### config.mk
export PLATFORM = sky130hd
export DESIGN_NAME = idpc_range
export DESIGN_NICKNAME = d
export VERILOG_FILES = /design/src/rtl/idpc_range.sv
export SDC_FILE = /design/constraint.sdc
export NUM_CORES = 1
export LEC_CHECK = 0
export ABC_AREA = 1
export BUFFER_PORTS_ARGS = -buffer_cell sky130_fd_sc_hd__buf_2
export CORE_UTILIZATION = 45
export DETAILED_ROUTE_END_ITERATION = 10
export GPL_ROUTABILITY_DRIVEN = 0
export PLACE_DENSITY = 0.7
export SLEW_MARGIN = 20
export SYNTH_ARGS = -nofsm -noshare
export SYNTH_HDL_FRONTEND = slang
export SYNTH_SLANG_ARGS = --single-unit
export TNS_END_PERCENT = 10
### constraint.sdc
create_clock -name clk -period 7.79 [get_ports clk]
set_clock_uncertainty 0.1 [all_clocks]
set_input_delay 1.1685 -clock clk [delete_from_list [all_inputs] [get_ports clk]]
set_output_delay 1.1685 -clock clk [all_outputs]
set_load 0.02 [all_outputs]
### src/rtl/idpc_range.sv
module idpc_range #(
  parameter int unsigned AW = 8,
  parameter int unsigned DW = 8,
  parameter int unsigned LO = 0,
  parameter int unsigned HI = 62,
  parameter int unsigned CK = 63
) (
  input  logic          clk,
  input  logic          rst_n,
  input  logic          clr,
  input  logic          wr_vld,
  input  logic [AW-1:0] wr_addr,
  input  logic [DW-1:0] wr_data,
  output logic [DW-1:0] sum_o,
  output logic          ok_o,
  output logic          bad_o
);
  localparam int unsigned N  = HI - LO + 1;
  localparam int unsigned IW = (N > 1) ? $clog2(N) : 1;
  localparam logic [AW:0]   LO_X = LO[AW:0];
  localparam logic [AW:0]   N_X  = N[AW:0];
  localparam logic [AW-1:0] CK_X = CK[AW-1:0];

  logic [AW:0]   off;
  logic [IW-1:0] idx;
  logic          hit_cov, hit_ck, en;
  logic [DW-1:0] old_val;

  logic [DW-1:0] shd [N];
  logic [N-1:0]  mask_q, mask_d;
  logic [DW-1:0] sum_q, sum_d;
  logic [DW-1:0] ck_q, ck_d;
  logic          cks_q, cks_d;

  // offset relative to region start; underflow wraps above N
  assign off     = {1'b0, wr_addr} - LO_X;
  assign idx     = off[IW-1:0];
  assign hit_cov = wr_vld && (off < N_X);
  assign hit_ck  = wr_vld && (wr_addr == CK_X);
  assign old_val = mask_q[idx] ? shd[idx] : '0;
  assign en      = clr | hit_cov | hit_ck;

  always_comb begin
    sum_d  = sum_q;
    mask_d = mask_q;
    ck_d   = ck_q;
    cks_d  = cks_q;
    if (clr) begin
      sum_d  = '0;
      mask_d = '0;
      ck_d   = '0;
      cks_d  = 1'b0;
    end else begin
      if (hit_cov) begin
        sum_d       = sum_q - old_val + wr_data;
        mask_d[idx] = 1'b1;
      end
      if (hit_ck) begin
        ck_d  = wr_data;
        cks_d = 1'b1;
      end
    end
  end

  always_ff @(posedge clk or negedge rst_n) begin
    if (!rst_n) begin
      sum_q  <= '0;
      mask_q <= '0;
      ck_q   <= '0;
      cks_q  <= 1'b0;
    end else if (en) begin
      sum_q  <= sum_d;
      mask_q <= mask_d;
      ck_q   <= ck_d;
      cks_q  <= cks_d;
    end
  end

  // shadow bytes carry no reset; the written-mask gates their use
  always_ff @(posedge clk) begin
    if (hit_cov && !clr) shd[idx] <= wr_data;
  end

  logic full;
  assign full  = (&mask_q) & cks_q;
  assign sum_o = sum_q;
  assign ok_o  = full & (sum_q == ck_q);
  assign bad_o = full & (sum_q != ck_q);
endmodule

==> results.json <==
{
  "cts_hold_buf": 0,
  "r2r.worst_path.cells": 20,
  "seq_area_um2": 17100,
  "grt_use_total_pct": 23.9,
  "dieHeight_um": 232,
  "drv_cap": 0,
  "drtIter0Drc": 1920,
  "multi_input_comb_area_um2": 5760,
  "die_area_um2": 54000,
  "p_leak_nw": 9.77,
  "hold_ws_ns": 0.442,
  "finalCriticalPeriod_ns": 5.48,
  "grt_max_degree": 81,
  "cts.clk_slew.worst_paths_ns": 0.07,
  "crit_chain": "buf_2 > inv_4 > nand2_1 > inv_2 > nand2_1 > nand4_1 > o21ai_0 > nand2_1 > nor2_1 > nand2_1 > nand2_1 > inv_1 > fa_1 > inv_1 > fa_1 > nand2_1 > nand2_1 > a21oi_1 > o21ai_0 > nand2_1 > nand2_1 > a21oi_1 > o21ai_0 > o21ai_0",
  "finalNetCount": 2108,
  "ys_ff_latch": 584,
  "worstMarginPinSlew_ns": 1.25,
  "port_buffers": 29,
  "synthDistinctLibCells": 39,
  "crit_arrival_ns": 5.92,
  "dpl_cell_area_um2": 24700,
  "vias": 16100,
  "syn_nets": 2085,
  "coreArea_um2": 52600,
  "ys.warnings.count": 0,
  "dpl.hpwl_mm": 39.0,
  "cts_made_buffers": 57,
  "drtAntennaViolNets": 0,
  "wirelength_mm": 63.8,
  "finalWorstSetupSlack_ns": 2.31,
  "clk_path_buf_depth": 3,
  "fin_cells": 2809,
  "seq_area_frac_synth_pct": 71.7,
  "firstDrtPassIters": 8,
  "avgSynthCellArea_um2": 11.7,
  "power_mw": 6.47,
  "worstSetupEndpointType": "flop",
  "areaGrowthSynthToFinish_pct": 11.0,
  "path_depth": 24,
  "viasPerCell": 5.72,
  "clock-root-buffer": "clkbuf_16",
  "cp_slowest_cell": "fa_1",
  "grt_antenna_before_repair": 0,
  "die_w_um": 232,
  "rows": 84,
  "crit_fanout": 64,
  "hold_depth": 2,
  "post_cts_resized": 0,
  "hp-class": "reg -> reg",
  "place_inst": 2702,
  "synth_area_um2": 23900,
  "fin_crit_sh_pct": 70.3,
  "drive_gt1_share_pct": 8.11,
  "rsz0062_at_grt": "no",
  "start_util_pct": 45.5,
  "report.final.slew_viol_count": 0,
  "cpLargestDelayFamily": "simple AND/OR/NAND/NOR gates",
  "setup_viol": 0,
  "peakVddDrop_v": 0.000164,
  "insertedDiodeCount": 0,
  "power_density_nw_per_um2": 244,
  "netlist_instances": 2050,
  "critPathBufInv": 5,
  "ioPinCount": 30,
  "n_fill_cell": 4473,
  "cpMostUsedCell": "nand2_1",
  "status": "finished, final reports clean",
  "max_freq_ghz": 0.183,
  "post_cts_buffers": 0,
  "hold_viol": 0,
  "insertion_delay_ns": 0.62,
  "tns_ns": 0,
  "h-tree-depth": 2,
  "grt_pass1_wl_mm": 96.0,
  "slew_headroom_pct": 16.1,
  "cts_tree": "built",
  "crit_required_ns": 8.23,
  "grt_pass1_vias": 15600,
  "final_core_util_pct": 50.5,
  "critPathKind": "in -> reg",
  "critical-path-max-stage-delay_ns": 0.48,
  "grt_overflow": 0,
  "post_drt_wl_per_cell_um": 22.7,
  "critPathLaunchType": "primary input",
  "clock_sinks": 584,
  "drc": 0,
  "stdcell_area_um2": 26500,
  "dp_slack_ns": 1.79
}
## final timing paths
check	start	end	slack [ns]
min in group asynchronous	rst_n	mask_q[9]	0.61
worst min register to register	cks_q	cks_q	0.44
worst min-delay path	cks_q	cks_q	0.44
worst max-delay path	wr_addr[0]	sum_o[6]	2.31
max in group asynchronous	rst_n	mask_q[1]	6.30
worst max register to register	shd[56][1]	sum_o[6]	3.98
## cells in the mapped netlist
library cell | instances | area, µm²
clkinv_1 | 1 | 3.75
xor2_1 | 5 | 43.8
nor3b_1 | 1 | 7.51
nor2_4 | 2 | 22.5
a22oi_1 | 46 | 345
inv_4 | 1 | 6.26
buf_2 | 38 | 190
nand3_1 | 51 | 255
a21oi_1 | 9 | 45.0
buf_4 | 22 | 165
and2_1 | 1 | 6.26
nor3_1 | 2 | 10.0
clkbuf_1 | 28 | 105
nand3_2 | 1 | 10.0
nor2_1 | 95 | 357
a21o_1 | 1 | 7.51
nor3_2 | 5 | 50.1
buf_1 | 5 | 18.8
ha_1 | 8 | 100
o22ai_1 | 68 | 425
nor3_4 | 2 | 32.5
buf_6 | 2 | 22.5
o21a_1 | 1 | 7.51
edfxtp_1 | 504 | 15100
o21ai_2 | 1 | 8.76
and3_1 | 1 | 6.26
dfrtp_1 | 80 | 2000
inv_2 | 7 | 26.3
fa_1 | 7 | 140
o21ai_0 | 65 | 325
o21ai_1 | 4 | 20.0
xnor2_1 | 3 | 26.3
nor2_2 | 1 | 6.26
nor4_1 | 16 | 100
inv_1 | 131 | 492
o211ai_1 | 3 | 22.5
nand2_2 | 6 | 37.5
nand4_1 | 80 | 500
nand2_1 | 746 | 2800
## worst reg2reg max path: cells and delay by family, from the launching register on
kind	cells	cell delay, ns
AO/OA/AOI/OAI	6	1.06
adder cells (fa/ha/maj)	2	0.95
buffers and inverters	2	0.14
flip-flops	1	0.37
AND/OR/NAND/NOR	10	1.12
## power breakdown
| part | internal [mW] | switching (mW) | leakage (nW) | total, mW |
|---|---|---|---|---|
| Combinational | 0.0906 | 0.271 | 3.25 | 0.362 |
| Clock | 1.53 | 1.17 | 0.870 | 2.70 |
| Sequential | 3.41 | 0.00690 | 5.64 | 3.41 |
## layout make-up
class | instances | share of cell area (%)
flip-flops and latches | 584 | 64.6
multi-input cells | 1231 | 21.7
clock buffers | 76 | 5.68
well taps | 688 | 3.25
inverters | 140 | 1.99
repair buffers | 59 | 1.63
clock inverters | 31 | 1.13
## cell usage in the layout, fill, tap and decap left out, types with 9 or more instances in the layout
cell / netlist / routed
a21oi_1: 9 / 9
a22oi_1: 46 / 46
buf_2: 38 / 28
buf_4: 22 / 28
clkbuf_1: 28 / 18
clkbuf_16: 0 / 57
clkinv_2: 0 / 9
dfrtp_1: 80 / 80
edfxtp_1: 504 / 504
inv_1: 131 / 131
nand2_1: 746 / 746
nand3_1: 51 / 51
nand4_1: 80 / 80
nor2_1: 95 / 90
nor4_1: 16 / 16
o21ai_0: 65 / 65
o22ai_1: 68 / 68
## state kept, by name, indices dropped and copies added, names as in the netlist
| signal | count |
|---|---|
| ck_q | 8 |
| cks_q | 1 |
| mask_q | 63 |
| shd | 504 |
| sum_o | 8 |
## kinds of logic (layout without fill, tap and decap cells)
group | Yosys count | count (layout) | synth area share [%]
and+or+nand+nor | 1010 | 1010 | 17.6
xor gates and xnor gates | 8 | 8 | 0.293
DFF | 584 | 584 | 71.7
adders and majority gates | 15 | 15 | 1.01
buffers and inverters | 235 | 306 | 4.31
AOI/OAI and AO/OA | 198 | 198 | 5.06
## per-layer routing
| layer | GRT usage [%] | vias up | routed length [µm] |
|---|---|---|---|
| met3 | 4.28 | 158 | 5910 |
| met4 | 9.85 | 0 | 2480 |
| met5 | 0 | - | 0 |
| li1 | - | 7137 | - |
| met1 | 32.9 | 7879 | 25800 |
| met2 | 37.4 | 903 | 29700 |
(Power assumes the default switching activity.)
